$ cat src/rtl/esc_pkg.sv
// Package: shared constants and types for the escape stream decoder.
// Assumes an 8-bit byte stream; the decoder modules take widths as parameters.
package esc_pkg;

    localparam int BYTE_W = 8;

    // Default escape prefix and frame-end code.
    localparam logic [BYTE_W-1:0] DEF_PREFIX   = 8'h19;
    localparam logic [BYTE_W-1:0] DEF_EOF_CODE = 8'hB1;

    // Default substitution map, entry 0 in the low bits.
    localparam int NUM_DEF_SUBS = 3;
    localparam logic [NUM_DEF_SUBS*BYTE_W-1:0] DEF_SUB_CODES = {8'h5C, 8'hA1, 8'hA0};
    localparam logic [NUM_DEF_SUBS*BYTE_W-1:0] DEF_SUB_VALS  = {8'h19, 8'h13, 8'h11};

    // Meaning of a code byte that follows the prefix.
    typedef enum logic [1:0] {
        CODE_DATA = 2'd0,
        CODE_EOF  = 2'd1,
        CODE_BAD  = 2'd2
    } code_kind_t;

endpackage

$ cat src/rtl/esc_code_map.sv
// Module: esc_code_map
// Classifies the byte that follows an escape prefix. The result is a data
// substitution, an end-of-frame event, or an unknown code.
// Assumes the substitution codes are distinct from one another and from EOF_CODE.
module esc_code_map
    import esc_pkg::*;
#(
    parameter int                          DATA_W   = 8,
    parameter int                          NUM_SUBS = 3,
    parameter logic [DATA_W-1:0]           EOF_CODE = 8'hB1,
    parameter logic [NUM_SUBS*DATA_W-1:0]  SUB_CODES = {8'h5C, 8'hA1, 8'hA0},
    parameter logic [NUM_SUBS*DATA_W-1:0]  SUB_VALS  = {8'h19, 8'h13, 8'h11}
) (
    input  logic [DATA_W-1:0] code,
    output code_kind_t        kind,
    output logic [DATA_W-1:0] sub_data
);

    logic [NUM_SUBS-1:0] hit;

    // One comparator per substitution entry.
    for (genvar i = 0; i < NUM_SUBS; i++) begin : g_cmp
        assign hit[i] = (code == SUB_CODES[i*DATA_W +: DATA_W]);
    end

    // Merge the matching entry's value (at most one hits).
    always_comb begin
        sub_data = '0;
        for (int i = 0; i < NUM_SUBS; i++) begin
            if (hit[i]) begin
                sub_data = sub_data | SUB_VALS[i*DATA_W +: DATA_W];
            end
        end
    end

    // Pick the code class.
    always_comb begin
        if (code == EOF_CODE) begin
            kind = CODE_EOF;
        end else if (|hit) begin
            kind = CODE_DATA;
        end else begin
            kind = CODE_BAD;
        end
    end

endmodule

$ cat src/rtl/esc_seq_fsm.sv
// Module: esc_seq_fsm
// Tracks whether an escape prefix is pending and decides what each accepted
// byte produces: a load into the output stage, or a registered error pulse.
// Assumes in_fire is asserted only when the output stage can take a load.
module esc_seq_fsm
    import esc_pkg::*;
#(
    parameter int                DATA_W = 8,
    parameter logic [DATA_W-1:0] PREFIX = 8'h19
) (
    input  logic              clk,
    input  logic              rst_n,
    input  logic              in_fire,
    input  logic [DATA_W-1:0] in_data,
    input  code_kind_t        kind,
    input  logic [DATA_W-1:0] sub_data,
    output logic              load,
    output logic [DATA_W-1:0] load_data,
    output logic              load_eof,
    output logic              esc_pend,
    output logic              err_pulse
);

    logic esc_nxt;
    logic bad;

    // Work out the next state and the action for the byte being accepted.
    always_comb begin
        esc_nxt   = esc_pend;
        load      = 1'b0;
        load_data = in_data;
        load_eof  = 1'b0;
        bad       = 1'b0;
        if (in_fire) begin
            if (!esc_pend) begin
                if (in_data == PREFIX) begin
                    esc_nxt = 1'b1;
                end else begin
                    load = 1'b1;
                end
            end else begin
                esc_nxt = 1'b0;
                case (kind)
                    CODE_DATA: begin
                        load      = 1'b1;
                        load_data = sub_data;
                    end
                    CODE_EOF: begin
                        load      = 1'b1;
                        load_eof  = 1'b1;
                        load_data = '0;
                    end
                    default: bad = 1'b1;
                endcase
            end
        end
    end

    // Register the pending-escape flag and the error pulse.
    always_ff @(posedge clk) begin
        if (!rst_n) begin
            esc_pend  <= 1'b0;
            err_pulse <= 1'b0;
        end else begin
            esc_pend  <= esc_nxt;
            err_pulse <= bad;
        end
    end


    prefix_silent_chk: assert property (@(posedge clk) disable iff (!rst_n)
        (in_fire && !esc_pend && in_data == PREFIX) |=> (esc_pend && !err_pulse));


    err_single_chk: assert property (@(posedge clk) disable iff (!rst_n)
        err_pulse |=> !err_pulse);

endmodule

$ cat src/rtl/esc_out_stage.sv
// Module: esc_out_stage
// A one-entry output register that carries the decoded beat to the framer.
// It is reloadable in the same cycle the current beat is taken.
// Assumes load is asserted only when can_take is high.
module esc_out_stage #(
    parameter int DATA_W = 8
) (
    input  logic              clk,
    input  logic              rst_n,
    input  logic              load,
    input  logic [DATA_W-1:0] load_data,
    input  logic              load_eof,
    input  logic              out_ready,
    output logic              can_take,
    output logic              out_valid,
    output logic [DATA_W-1:0] out_data,
    output logic              out_eof
);

    // Space is free when empty or when the held beat leaves this cycle.
    always_comb begin
        can_take = !out_valid || out_ready;
    end

    // Hold, replace or drain the output beat.
    always_ff @(posedge clk) begin
        if (!rst_n) begin
            out_valid <= 1'b0;
            out_data  <= '0;
            out_eof   <= 1'b0;
        end else if (load) begin
            out_valid <= 1'b1;
            out_data  <= load_data;
            out_eof   <= load_eof;
        end else if (out_ready) begin
            out_valid <= 1'b0;
        end
    end


    stall_hold_chk: assert property (@(posedge clk) disable iff (!rst_n)
        (out_valid && !out_ready) |=> (out_valid && $stable(out_data) && $stable(out_eof)));


    eof_zero_chk: assert property (@(posedge clk) disable iff (!rst_n)
        (out_valid && out_eof) |-> (out_data == '0));

endmodule

$ cat src/rtl/esc_stream_decoder.sv
// Module: esc_stream_decoder (top)
// Removes the two-byte escape layer from a host byte stream. The result is a
// stream of data beats and end-of-frame beats for an HDLC framer, with an
// error pulse for unknown codes. Valid/ready handshake on both sides.
// Assumes codes in the map are distinct and differ from the EOF code.
module esc_stream_decoder
    import esc_pkg::*;
#(
    parameter int                          DATA_W    = BYTE_W,
    parameter int                          NUM_SUBS  = NUM_DEF_SUBS,
    parameter logic [DATA_W-1:0]           PREFIX    = DEF_PREFIX,
    parameter logic [DATA_W-1:0]           EOF_CODE  = DEF_EOF_CODE,
    parameter logic [NUM_SUBS*DATA_W-1:0]  SUB_CODES = DEF_SUB_CODES,
    parameter logic [NUM_SUBS*DATA_W-1:0]  SUB_VALS  = DEF_SUB_VALS
) (
    input  logic              clk,
    input  logic              rst_n,
    input  logic              in_valid,
    input  logic [DATA_W-1:0] in_data,
    output logic              in_ready,
    output logic              out_valid,
    output logic [DATA_W-1:0] out_data,
    output logic              out_eof,
    input  logic              out_ready,
    output logic              err_pulse
);

    localparam logic [DATA_W-1:0] FIRST_SUB_CODE = SUB_CODES[DATA_W-1:0];
    localparam logic [DATA_W-1:0] FIRST_SUB_VAL  = SUB_VALS[DATA_W-1:0];

    code_kind_t        kind;
    logic [DATA_W-1:0] sub_data;
    logic              load;
    logic [DATA_W-1:0] load_data;
    logic              load_eof;
    logic              esc_pend;
    logic              can_take;
    logic              in_fire;

    // Accept a host byte whenever the output stage has room.
    always_comb begin
        in_ready = can_take;
        in_fire  = in_valid && can_take;
    end

    esc_code_map #(
        .DATA_W    (DATA_W),
        .NUM_SUBS  (NUM_SUBS),
        .EOF_CODE  (EOF_CODE),
        .SUB_CODES (SUB_CODES),
        .SUB_VALS  (SUB_VALS)
    ) u_map (
        .code     (in_data),
        .kind     (kind),
        .sub_data (sub_data)
    );

    esc_seq_fsm #(
        .DATA_W (DATA_W),
        .PREFIX (PREFIX)
    ) u_fsm (
        .clk       (clk),
        .rst_n     (rst_n),
        .in_fire   (in_fire),
        .in_data   (in_data),
        .kind      (kind),
        .sub_data  (sub_data),
        .load      (load),
        .load_data (load_data),
        .load_eof  (load_eof),
        .esc_pend  (esc_pend),
        .err_pulse (err_pulse)
    );

    esc_out_stage #(
        .DATA_W (DATA_W)
    ) u_out (
        .clk       (clk),
        .rst_n     (rst_n),
        .load      (load),
        .load_data (load_data),
        .load_eof  (load_eof),
        .out_ready (out_ready),
        .can_take  (can_take),
        .out_valid (out_valid),
        .out_data  (out_data),
        .out_eof   (out_eof)
    );


    ready_low_chk: assert property (@(posedge clk) disable iff (!rst_n)
        (out_valid && !out_ready) |-> !in_ready);


    sub_first_chk: assert property (@(posedge clk) disable iff (!rst_n)
        (in_fire && esc_pend && in_data == FIRST_SUB_CODE)
        |=> (out_valid && !out_eof && out_data == FIRST_SUB_VAL));

endmodule

$ cat config.mk
export PLATFORM = sky130hd
export DESIGN_NAME = esc_stream_decoder
export DESIGN_NICKNAME = d
export VERILOG_FILES = /design/src/rtl/esc_pkg.sv /design/src/rtl/esc_code_map.sv /design/src/rtl/esc_seq_fsm.sv /design/src/rtl/esc_out_stage.sv /design/src/rtl/esc_stream_decoder.sv
export SDC_FILE = /design/constraint.sdc
export NUM_CORES = 1
export LEC_CHECK = 0
export BUFFER_PORTS_ARGS = -buffer_cell sky130_fd_sc_hd__clkbuf_2
export CAP_MARGIN = 0
export CELL_PAD_IN_SITES_DETAIL_PLACEMENT = 1
export CELL_PAD_IN_SITES_GLOBAL_PLACEMENT = 2
export CORE_UTILIZATION = 27
export CTS_CLUSTER_DIAMETER = 50
export CTS_CLUSTER_SIZE = 28
export DETAILED_ROUTE_END_ITERATION = 6
export HOLD_SLACK_MARGIN = 0.06
export MAX_ROUTING_LAYER = met4
export PLACE_DENSITY_LB_ADDON = 0.1
export REMOVE_ABC_BUFFERS = 1
export SYNTH_ARGS = -nofsm -noshare
export SYNTH_HDL_FRONTEND = slang
export SYNTH_HIERARCHICAL = 1
export SYNTH_SLANG_ARGS = --single-unit
$ cat constraint.sdc
create_clock -name clk -period 1.8 [get_ports clk]
set_input_delay 0.27 -clock clk [delete_from_list [all_inputs] [get_ports clk]]
set_output_delay 0.27 -clock clk [all_outputs]
set_load 0.1 [all_outputs]
Yosys cells after proc, flatten, opt, wreduce, memory -nomap -nowiden
Index checks and enable logic that the tools add are counted.
Cells by class
  eq/ne operators: 6
  reductions and logical operators: 8
  mux-type cells: 20
Operator list (number)
  $eq A8 B8 Y1 const B: 3
  $mux W8: 2
  $pmux W8 S2: 1
  $mux W5: 3
  $mux W1: 12
  $eq A8 B5 Y1 const B: 1
  $eq A8 B7 Y1 const B: 1
  $mux W2: 2
  $reduce_and A3 Y1: 1
  $reduce_or A3 Y1: 1
  $eq A2 B1 Y1 const B: 1
  $logic_not A2 Y1: 1
  $reduce_bool A2 Y1: 1
  $reduce_or A2 Y1: 1
  $logic_and A1 B1 Y1: 1
  $logic_not A1 Y1: 1
  $logic_or A1 B1 Y1: 1
Storage, ports and cells
  output and inout bits: 12
  word-level logic and storage cells: 39
  bits in registers: 12
  input bits: 12

Depth between registers and ports, before layout
Gate-level depths: netlist of the first run.
  depth in word-level cells: 10
  mapped depth: 8
  gate-level depth less buffers: 7

Cells and area by module
Netlist of the first run, hierarchy kept.
Modules (own cells, without submodules)
  esc_out_stage: seq. area each 200.2 um^2, cells each 32, area each 375.4 um^2, instances 1
  esc_seq_fsm: seq. area each 40.0 um^2, cells each 29, area each 266.5 um^2, instances 1
  esc_code_map: seq. area each 0.0 um^2, cells each 16, area each 155.1 um^2, instances 1
  esc_stream_decoder: seq. area each 0.0 um^2, cells each 1, area each 6.3 um^2, instances 1

Worst setup path after synthesis of the first run
OpenSTA, ideal clock, no wires.
  kind: register to register
  from: register u_out.out_valid
  to: register u_out.out_data[0]
  arrival: 2.992 ns
  path slack: -1.311 ns
  stages on the path, launching flop included: 8
  setup time: 0.120 ns
  path through: dfxtp_1 -> nand2b_1 -> and2_1 -> and3b_1 -> buf_2 -> mux2_1 -> mux2i_1 -> nor2b_1
Between the ends
  cells in the longest elaborated chain, start to end: 4
  elaborated cells on any way between the ends: 5
RTL lines
  start, declared: line esc_out_stage.sv:15  | output logic out_valid,
  start signal, assigned: line esc_out_stage.sv:28  | out_valid <= 1'b0;
  start signal, assigned: line esc_out_stage.sv:32  | out_valid <= 1'b1;
  start signal, assigned: line esc_out_stage.sv:36  | out_valid <= 1'b0;
  $logic_not A1 Y1: line esc_out_stage.sv:22  | can_take = !out_valid || out_ready;
  $logic_or A1 B1 Y1: line esc_out_stage.sv:22
  net in_ready: line esc_stream_decoder.sv:20  | output logic in_ready,
  $logic_and A1 B1 Y1: line esc_stream_decoder.sv:43  | in_fire = in_valid && can_take;
  net in_fire: line esc_stream_decoder.sv:38  | logic in_fire;
  $mux W8: line esc_seq_fsm.sv:34  | if (in_fire) begin
  net load_data[0]: line esc_stream_decoder.sv:34  | logic [DATA_W-1:0] load_data;
  end signal, assigned: line esc_out_stage.sv:33  | out_data <= load_data;
  end, declared: line esc_out_stage.sv:16  | output logic [DATA_W-1:0] out_data,
The timed path passes the listed nets, and every way through them passes these cells.
A chain may end at the register's enable or synchronous reset.

Worst setup path after layout of the first run
  from: input port in_data[2]
  to: register u_out.out_data[6]
Between the ends
  elaborated cells on any way between the ends: 18
RTL lines
  start, declared: line esc_stream_decoder.sv:19  | input logic [DATA_W-1:0] in_data,
  $eq A8 B8 Y1 or $eq A8 B7 Y1 (tied branches): line esc_code_map.sv:23  | assign hit[i] = (code == SUB_CODES[i*DATA_W +: DATA_W]);
  $reduce_or A3 Y1: line esc_code_map.sv:40  | end else if (|hit) begin
  $mux W2: line esc_code_map.sv:40
  $mux W2 *: line esc_code_map.sv:38  | if (code == EOF_CODE) begin
  net kind[1]: line esc_stream_decoder.sv:31  | code_kind_t kind;
  $eq A2 B1 Y1 or $logic_not A2 Y1 (tied branches): line esc_seq_fsm.sv:43  | case (kind)
  $pmux W8 S2 *: line esc_seq_fsm.sv:43
  $mux W8 *: line esc_seq_fsm.sv:35  | if (!esc_pend) begin
  $mux W8 *: line esc_seq_fsm.sv:34
  net load_data[6]: line esc_stream_decoder.sv:34
The timed path passes the listed nets; every way through them passes the cells marked *.

==> impl_metrics.env, run 1 <==
export IMPL_cap_violations=0
export IMPL_synth_top_area_share_pct=29.9
export IMPL_hold_start="in_data[5]"
export IMPL_place_area_sq_um=1020
export IMPL_met1_usage_pct=17.9
export IMPL_p_per_area_nw_per_um2=609
export IMPL_yosys_area_top_type="dfxtp_1"
export IMPL_io_pins=24
export IMPL_grt_overflow=0
export IMPL_critPathLaunch="in_data[2]"
export IMPL_p_total_mw=0.681
export IMPL_outcome="finished, final reports clean"
export IMPL_avgSynthCellArea_sq_um=10.3
export IMPL_routed_wl_microns=2020
export IMPL_r2r_end="u_out/out_data[6]"
export IMPL_die_width_microns=56.5
export IMPL_leakagePower_nw=0.544
export IMPL_drive_above_1_share_pct=49.6
export IMPL_die_y_microns=56.5
export IMPL_final_common_cell="clkbuf_2"
export IMPL_n_antenna_cell=0
export IMPL_final_max_slew_violation_count=0
export IMPL_ys_warn_count=6
export IMPL_synth_cells=78
export IMPL_areaGrowthSynthToFinish_pct=39.3
export IMPL_port_buffers=23
export IMPL_hold_buffers=0
export IMPL_clk_pin_slew_ns=0.08
export IMPL_ys_types=29
export IMPL_vias=677
export IMPL_fmax_mhz=569
export IMPL_max_slew_margin_pct=64.0
export IMPL_async_flop_share_pct=0
export IMPL_ys_seq_area_share_pct=29.9
export IMPL_gp_congestion=0.753
export IMPL_vias_per_cell=4.64
export IMPL_grt_pass1_wl_microns=3350
export IMPL_final_area_sq_um=1120
export IMPL_num_rows=19
export IMPL_clock_sinks=12
export IMPL_antenna_found_initial=0
export IMPL_syn_area_sq_um=803
export IMPL_synthFlopType="dfxtp_1"
export IMPL_min_path_type="in -> reg"
export IMPL_critPathArrivalTime_ns=1.92
export IMPL_r2r_slack_ns=0.23
export IMPL_crit_path_end="u_out/out_data[6]"
export IMPL_fin_worst_skew_ns=0.000225
export IMPL_cp_start_kind="input pin"
export IMPL_start_util_pct=28.9
export IMPL_clkLatencyLatePin_ns=0.27
export IMPL_mostFrequentLayoutCells="clkbuf_2, nor2b_1, buf_4, dfxtp_1, mux2i_1"
export IMPL_worstMarginPinSlew_ns=0.543
export IMPL_grt_util_met2_pct=22.0
export IMPL_hold_viol_final=0
export IMPL_crit_type="in -> reg"
export IMPL_min_period_over_period_pct=97.6
export IMPL_placed_cells=142
export IMPL_core_sq_um=2780
export IMPL_fillerInstances=322
export IMPL_cts_htree_levels=1
export IMPL_reg2regPathDepth=7
export IMPL_grt_usage_pct=14.1
export IMPL_gr_usage_met3_pct=3.46
export IMPL_rsz0062_at_grt="true"
export IMPL_finalNonFillerCells=146
export IMPL_drcViolationCount=0
export IMPL_dr_pass1_iters=4
export IMPL_grt_max_degree=14
export IMPL_cts_root_buf="clkbuf_4"
export IMPL_clockBufferDepth=2
export IMPL_numCtsBuffers=3
export IMPL_crit_required_ns=1.97
export IMPL_finalCriticalPeriod_ns=1.76
export IMPL_grt_busiest_layer="met2"
export IMPL_avgRoutedWirePerCell_microns=13.8
export IMPL_cts_tree="yes"
export IMPL_die_area_sq_um=3200
export IMPL_rr_startpoint="u_out/out_valid"
export IMPL_place_ws_ns=-0.265
export IMPL_final_antenna_net_count=0
export IMPL_synth_seq_cells=12
export IMPL_hold_slack_ns=0.336
export IMPL_cp_end_kind="flip-flop"
export IMPL_synth_edff_count=0
export IMPL_crit_path_max_fanout=4
export IMPL_timing_final_ws_setup_ns=0.0427
export IMPL_drt_iter0_drc=7
export IMPL_fin_nets=129
export IMPL_vdd_ir_drop_worst_mv=0.290
export IMPL_report_final_setup_viol=0
export IMPL_hpwl_microns=1470
export IMPL_synthTopCellsByArea="dfxtp_1, nor2b_1, mux2i_1, mux2_2, buf_4"
export IMPL_grt_pass1_vias=736
layer usage:
layer | up-vias | part of all wire, %
met1 | 324 | 49
li1 | 340 | -
met5 | - | 0
met4 | 0 | 0.69
met2 | 11 | 47
met3 | 2 | 2.4
cells in the mapped netlist, types with 2 or more instances:
cell       n
buf_4      5
nand3b_1   2
and2_1     2
mux2_2     5
nor2b_1   19
mux2_1     3
dfxtp_1   12
mux2i_1    9
through the flow:
| step | utilization, % | setup TNS (ns) |
|---|---|---|
| 4_1_cts | 37.5 | 0 |
| 2_1_floorplan | - | -13.33 |
| 3_3_place_gp | 36.7 | -1.84 |
| 3_5_place_dp | 36.7 | -2.26 |
| 5_1_grt | 40.2 | -0.00948 |
| 6_report | 40.2 | 0 |
critical path, cell delays in order:
cell,delay (ns)
buf_8,0.11
nor4b_4,0.34
nand3b_4,0.11
o21ba_4,0.20
and3b_2,0.26
buf_6,0.13
mux2_2,0.32
mux2i_1,0.13
nor2b_1,0.05
how the worst min path moves through the flow:
| stage | to | slack, ns | depth (start not counted) |
|---|---|---|---|
| finish | u_fsm/esc_pend | 0.34 | 3 |
| global route | u_fsm/esc_pend | 0.34 | 3 |
| CTS | u_fsm/esc_pend | 0.38 | 3 |
| detailed placement | u_out/out_data[5] | 0.51 | 2 |
| global placement | u_out/out_data[2] | 0.50 | 2 |
| floorplan | u_out/out_data[0] | 0.40 | 1 |
power breakdown:
group / switching [mW] / internal [mW] / total [mW]
Combinational: 0.155 / 0.0752 / 0.230
Sequential: 0.00625 / 0.278 / 0.285
Clock: 0.0893 / 0.0773 / 0.167
cells by family (layout without fill, tap and decap cells):
kind of cell | Yosys count | count (layout) | synth area share [%]
buffers and inverters | 8 | 42 | 7.16
other | 1 | 4 | 0.467
muxes | 17 | 17 | 22.4
AOI/OAI and AO/OA | 5 | 5 | 5.30
DFF | 12 | 12 | 29.9
and+or+nand+nor | 35 | 35 | 34.7
area by class of cell:
class	count	area, sq um	share of cell area (%)
Clock buffer	3	22.5	2.01
Inverter	1	3.75	0.336
Multi-Input combinational cell	61	562	50.2
Sequential cell	12	240	21.5
Tap cell	31	38.8	3.47
Timing Repair Buffer	38	251	22.5
what timing repair did:
action / in CTS / in global routing
gates resized for setup: 0 / 21
setup endpoints to repair: 0 / 8
buffers inserted: 0 / 1
state kept, by name (all words and copies together) (netlist names):
signal	count
u_out/out_data	8
u_fsm/err_pulse	1
u_fsm/esc_pend	1
u_out/out_eof	1
u_out/out_valid	1
No activity file was read; power rests on OpenSTA's default activity.
==> run 2, diff against run 1 <==
--- a/config.mk
+++ b/config.mk
@@ -5,11 +5,12 @@
 export SDC_FILE = /design/constraint.sdc
 export NUM_CORES = 1
 export LEC_CHECK = 0
+export ABC_AREA = 1
 export BUFFER_PORTS_ARGS = -buffer_cell sky130_fd_sc_hd__clkbuf_2
 export CAP_MARGIN = 0
 export CELL_PAD_IN_SITES_DETAIL_PLACEMENT = 1
 export CELL_PAD_IN_SITES_GLOBAL_PLACEMENT = 2
-export CORE_UTILIZATION = 27
+export CORE_UTILIZATION = 22
 export CTS_CLUSTER_DIAMETER = 50
 export CTS_CLUSTER_SIZE = 28
 export DETAILED_ROUTE_END_ITERATION = 6
==> impl_metrics.env, run 2 <==
export IMPL_vias_per_cell=4.14
export IMPL_grt_pass1_vias=815
export IMPL_clock_sinks=12
export IMPL_avgSynthCellArea_sq_um=6.08
export IMPL_dr_pass1_iters=4
export IMPL_yosys_area_top_type="dfxtp_1"
export IMPL_drt_iter0_drc=22
export IMPL_grt_busiest_layer="met2"
export IMPL_top_register="u_out/out_data"
export IMPL_p_switching_mw=0.330
export IMPL_die_area_sq_um=3780
export IMPL_clockBufferDepth=2
export IMPL_ys_types=18
export IMPL_areaGrowthSynthToFinish_pct=23.5
export IMPL_worstMarginPinSlew_ns=0.540
export IMPL_gr_usage_met3_pct=3.78
export IMPL_async_flop_share_pct=0
export IMPL_synthTopCellsByArea="dfxtp_1, nor2_1, nand2_1, o21ai_0, inv_1"
export IMPL_min_period_over_period_pct=79.2
export IMPL_drive_above_1_share_pct=26.0
export IMPL_yosysMostFrequentCell="nor2_1"
export IMPL_post_cts_buffers=0
export IMPL_final_area_sq_um=961
export IMPL_synth_edff_count=0
export IMPL_place_ws_ns=0.121
export IMPL_cts_htree_levels=1
export IMPL_grt_overflow=0
export IMPL_report_final_setup_viol=0
export IMPL_cp_end_kind="output pin"
export IMPL_crit_chain="nand2_1 -> clkbuf_2"
export IMPL_crit_required_ns=1.53
export IMPL_path_buf_inv=1
export IMPL_synth_common_cells="nor2_1, nand2_1, inv_1"
export IMPL_grt_max_degree=13
export IMPL_syn_area_sq_um=778
export IMPL_finalNonFillerCells=200
export IMPL_synth_cells=128
export IMPL_drcViolationCount=0
export IMPL_routed_wl_microns=2090
export IMPL_core_sq_um=3360
export IMPL_vdd_ir_drop_worst_mv=0.269
export IMPL_synth_seq_cells=12
export IMPL_leakagePower_nw=0.515
export IMPL_grt_util_met2_pct=22.2
export IMPL_fillerInstances=465
export IMPL_final_common_cell="nor2_1"
export IMPL_vias=828
export IMPL_cts_resized_gates=0
export IMPL_p_sw_share_pct=41.9
export IMPL_outcome="finished, final reports clean"
export IMPL_gp_congestion=0.778
export IMPL_slowest_stage="clkbuf_2"
export IMPL_grt_usage_pct=13.5
export IMPL_final_antenna_net_count=0
export IMPL_p_clk_share_pct=27.6
export IMPL_cp_start_kind="flip-flop"
export IMPL_hold_viol_final=0
export IMPL_hold_buffers=0
export IMPL_synth_top_area_share_pct=30.9
export IMPL_io_pins=24
export IMPL_clkLatencyLatePin_ns=0.27
export IMPL_p_per_area_nw_per_um2=821
export IMPL_place_area_sq_um=925
export IMPL_ys_seq_area_share_pct=30.9
export IMPL_crit_family="buffers and inverters"
export IMPL_die_width_microns=61.5
export IMPL_synthFlopType="dfxtp_1"
export IMPL_final_max_slew_violation_count=0
export IMPL_n_antenna_cell=0
export IMPL_internal_power_mw=0.459
export IMPL_largest_reg_flops=8
export IMPL_p_total_mw=0.789
export IMPL_start_util_pct=23.1
export IMPL_antenna_found_initial=0
export IMPL_die_y_microns=61.5
export IMPL_crit_type="reg -> out"
export IMPL_crit_path_max_fanout=3
export IMPL_finalCriticalPeriod_ns=1.42
export IMPL_placed_cells=196
export IMPL_hpwl_microns=1710
export IMPL_avgRoutedWirePerCell_microns=10.5
export IMPL_p_seq_share_pct=37.7
export IMPL_min_path_type="in -> reg"
export IMPL_cts_root_buf="clkbuf_4"
export IMPL_worst_path_largest_cell_delay_ns=0.46
export IMPL_grt_pass1_wl_microns=3610
export IMPL_port_buffers=23
export IMPL_clk_pin_slew_ns=0.07
export IMPL_p_comb_share_pct=34.7
export IMPL_numCtsBuffers=3
export IMPL_timing_final_ws_setup_ns=0.375
export IMPL_ys_warn_count=6
export IMPL_cap_violations=0
export IMPL_critPathArrivalTime_ns=1.15
export IMPL_fmax_mhz=702
export IMPL_max_slew_margin_pct=64.1
export IMPL_num_rows=21
export IMPL_cts_tree="yes"
export IMPL_mostFrequentLayoutCells="nor2_1, nand2_1, clkbuf_2, inv_1, o21ai_0"
export IMPL_met1_usage_pct=16.6
export IMPL_fin_setup_tns_ns=0
export IMPL_fin_worst_skew_ns=0.00450
export IMPL_rsz0062_at_grt="false"
export IMPL_fin_nets=167
## run 2: cell types whose count changed after synthesis, moves of 3 or more
cell / delta
nand2_2: +4
mux2_2: -5
nand3_1: +11
nor2_1: +30
nand2_1: +24
inv_1: +14
mux2_1: -3
nor2b_1: -19
mux2i_1: -9
o21ai_0: +13
## run 2: cells by family after synthesis
logic type	Yosys count	synth area share [%]
buffers and inverters	25	16.7
flip-flops	12	30.9
AO/OA/AOI/OAI	15	9.65
AND/OR/NAND/NOR	75	42.3
other	1	0.482
## run 2: power by group through the flow
stage               registers, mW  clock network (mW)  logic (mW)
finish                      0.297               0.218       0.274
global route                0.301               0.246       0.297
CTS                         0.298               0.230       0.277
detailed placement          0.304                   0       0.276
global placement            0.304                   0       0.277
floorplan                   0.448                   0      0.0692
## run 2: worst min-delay path, cell delays in order
cell	delay (ns)
clkbuf_2	0.07
inv_1	0.03
nand2_1	0.08
a21oi_1	0.07
## run 2: stage by stage
step                util (%)  hold WS, ns
floorplan                  -        0.379
global placement        27.5        0.485
detailed placement      27.5        0.492
CTS                     28.6        0.291
global route            28.6        0.325
finish                  28.6        0.294
## run 2: layout make-up
class | instances | area [sq um] | area share [%]
Sequential cell | 12 | 240 | 25.0
Clock buffer | 4 | 36.3 | 3.78
Tap cell | 46 | 57.6 | 5.99
Multi-Input combinational cell | 94 | 419 | 43.6
Inverter | 18 | 70.1 | 7.29
Timing Repair Buffer | 26 | 138 | 14.3
## run 2: worst paths after layout
check                         start                end  slack (ns)  depth (start not counted)
setup / recovery    u_out/out_valid           in_ready        0.38                          2
hold / removal            out_ready    u_out/out_valid        0.29                          4
setup reg to reg    u_out/out_valid  u_out/out_data[6]        0.47                         10
hold reg to reg   u_out/out_data[6]  u_out/out_data[6]        0.50                          2
## run 2: layer usage
layer	share of wire, %	wire length, microns	up-vias
met5	0	0	-
met4	0.57	12	0
met3	2.9	60	2
met2	47	982	10
met1	50	1040	375
li1	-	-	441
==> run 3, diff against run 2 <==
--- a/config.mk
+++ b/config.mk
@@ -10,7 +10,7 @@
 export CAP_MARGIN = 0
 export CELL_PAD_IN_SITES_DETAIL_PLACEMENT = 1
 export CELL_PAD_IN_SITES_GLOBAL_PLACEMENT = 2
-export CORE_UTILIZATION = 22
+export CORE_UTILIZATION = 24
 export CTS_CLUSTER_DIAMETER = 50
 export CTS_CLUSTER_SIZE = 28
 export DETAILED_ROUTE_END_ITERATION = 6
==> constraint.sdc (replaced) <==
create_clock -name clk -period 1.38 [get_ports clk]
set_input_delay 0.207 -clock clk [delete_from_list [all_inputs] [get_ports clk]]
set_output_delay 0.207 -clock clk [all_outputs]
set_load 0.1 [all_outputs]
==> impl_metrics.env, run 3 (synthesis results as in run 2) <==
export IMPL_outcome="finished, final reports clean"
export IMPL_p_comb_share_pct=40.6
export IMPL_die_y_microns=58.9
export IMPL_worstMarginPinSlew_ns=0.536
export IMPL_num_rows=20
export IMPL_routed_wl_microns=2150
export IMPL_grt_overflow=0
export IMPL_cts_htree_levels=1
export IMPL_worstHoldEndpoint="u_fsm/esc_pend"
export IMPL_hold_viol_final=0
export IMPL_timing_final_ws_setup_ns=0.114
export IMPL_rr_startpoint="u_out/out_valid"
export IMPL_final_max_slew_violation_count=0
export IMPL_finalCriticalPeriod_ns=1.27
export IMPL_cts_tree="yes"
export IMPL_crit_required_ns=1.54
export IMPL_grt_max_degree=13
export IMPL_report_final_setup_viol=0
export IMPL_p_seq_share_pct=38.7
export IMPL_fin_worst_skew_ns=0.000531
export IMPL_numCtsBuffers=3
export IMPL_die_area_sq_um=3470
export IMPL_reg2regPathDepth=9
export IMPL_cp_start_kind="flip-flop"
export IMPL_gp_congestion=0.799
export IMPL_top_register="u_out/out_data"
export IMPL_leakagePower_nw=0.608
export IMPL_io_pins=24
export IMPL_rsz0062_at_grt="true"
export IMPL_p_clk_share_pct=20.8
export IMPL_vias=904
export IMPL_vias_per_cell=4.20
export IMPL_port_buffers=23
export IMPL_clk_pin_slew_ns=0.07
export IMPL_holdPathStages=4
export IMPL_clock_sinks=12
export IMPL_fillerInstances=434
export IMPL_place_ws_ns=-0.185
export IMPL_p_switching_mw=0.424
export IMPL_fmax_mhz=790
export IMPL_drt_iter0_drc=8
export IMPL_crit_path_max_fanout=4
export IMPL_p_sw_share_pct=42.2
export IMPL_r2r_slack_ns=0.11
export IMPL_critPathArrivalTime_ns=1.43
export IMPL_areaGrowthSynthToFinish_pct=44.7
export IMPL_die_width_microns=58.9
export IMPL_utilization_pct=36.9
export IMPL_max_slew_margin_pct=64.4
export IMPL_fin_nets=185
export IMPL_largest_reg_flops=8
export IMPL_internal_power_mw=0.581
export IMPL_p_per_area_nw_per_um2=893
export IMPL_cp_end_kind="flip-flop"
export IMPL_hpwl_microns=1830
export IMPL_vdd_ir_drop_worst_mv=0.424
export IMPL_cap_violations=0
export IMPL_antenna_found_initial=0
export IMPL_clkLatencyLatePin_ns=0.26
export IMPL_crit_type="reg -> reg"
export IMPL_final_antenna_net_count=0
export IMPL_drcViolationCount=0
export IMPL_start_util_pct=25.5
export IMPL_clockBufferDepth=2
export IMPL_dr_pass1_iters=4
export IMPL_p_total_mw=1.01
export IMPL_core_sq_um=3050
export IMPL_n_antenna_cell=0
export IMPL_final_common_cell="buf_4"
export IMPL_r2r_end="u_out/out_data[5]"
export IMPL_min_path_type="in -> reg"
export IMPL_grt_pass1_vias=918
export IMPL_min_period_over_period_pct=91.7
export IMPL_mostFrequentLayoutCells="buf_4, nor2_1, nand2_1, inv_1"
export IMPL_avgRoutedWirePerCell_microns=10.0
export IMPL_drive_above_1_share_pct=35.7
export IMPL_grt_pass1_wl_microns=3700
export IMPL_cts_root_buf="clkbuf_4"
export IMPL_grt_usage_pct=14.5
export IMPL_hold_start="in_valid"
-- run 3: cell type report --
class                           instances  area [sq um]  area share, %
Multi-Input combinational cell         94           422           37.4
Sequential cell                        12           240           21.3
Tap cell                               44          55.1           4.89
Clock buffer                            3          22.5           2.00
Timing Repair Buffer                   44           317           28.1
Inverter                               18          70.1           6.22
-- run 3: worst max-delay path by stage --
stage,from,endpoint,slack [ns],cells past startpoint
6_report,u_out/out_valid,u_out/out_data[5],0.11,9
5_1_grt,u_out/out_valid,u_out/out_data[0],-0.006,10
4_1_cts,u_out/out_valid,u_out/out_data[2],0.04,9
3_5_place_dp,in_data[6],u_out/out_data[2],-0.18,12
3_3_place_gp,in_data[6],u_out/out_eof,-0.13,14
2_1_floorplan,u_out/out_valid,u_out/out_eof,-1.28,9
-- run 3: critical path, stage by stage (launching register included) --
cell	delay, ns
dfxtp_1	0.31
nand2_1	0.09
nand2_1	0.07
inv_2	0.08
nand2_2	0.08
nor2_4	0.14
buf_6	0.12
o21ai_0	0.09
nor2_1	0.13
nor2_1	0.06
-- run 3: stage by stage --
stage / hold slack, ns / cells / TNS [ns] / cell area [sq um]
after floorplan: 0.316 / 124 / -15.00 / 729
after global placement: 0.490 / 212 / -1.18 / 1100
after detailed placement: 0.486 / 212 / -1.45 / 1100
after CTS: 0.266 / 215 / 0 / 1120
after global routing: 0.278 / 215 / -0.0160 / 1130
final: 0.254 / 215 / 0 / 1130
-- run 3: repair_timing --
action	4_1_cts	5_1_grt
hold endpoints to repair	0	0
buffers inserted	0	0
resized for setup	0	6
hold buffers	0	0
endpoints found under the setup margin	0	9
-- run 3: routing by layer --
metal	wire, microns	global-route usage (%)
met1	1040	17.0
met2	1050	24.8
met3	54	3.96
met4	14	3.06
met5	0	-
-- run 3: power by group through the flow --
stage	Clock (mW)	Sequential, mW	Combinational, mW
5_1_grt	0.234	0.392	0.435
6_report	0.209	0.389	0.408
2_1_floorplan	0	0.584	0.0903
3_5_place_dp	0	0.396	0.409
3_3_place_gp	0	0.397	0.406
4_1_cts	0.224	0.389	0.410
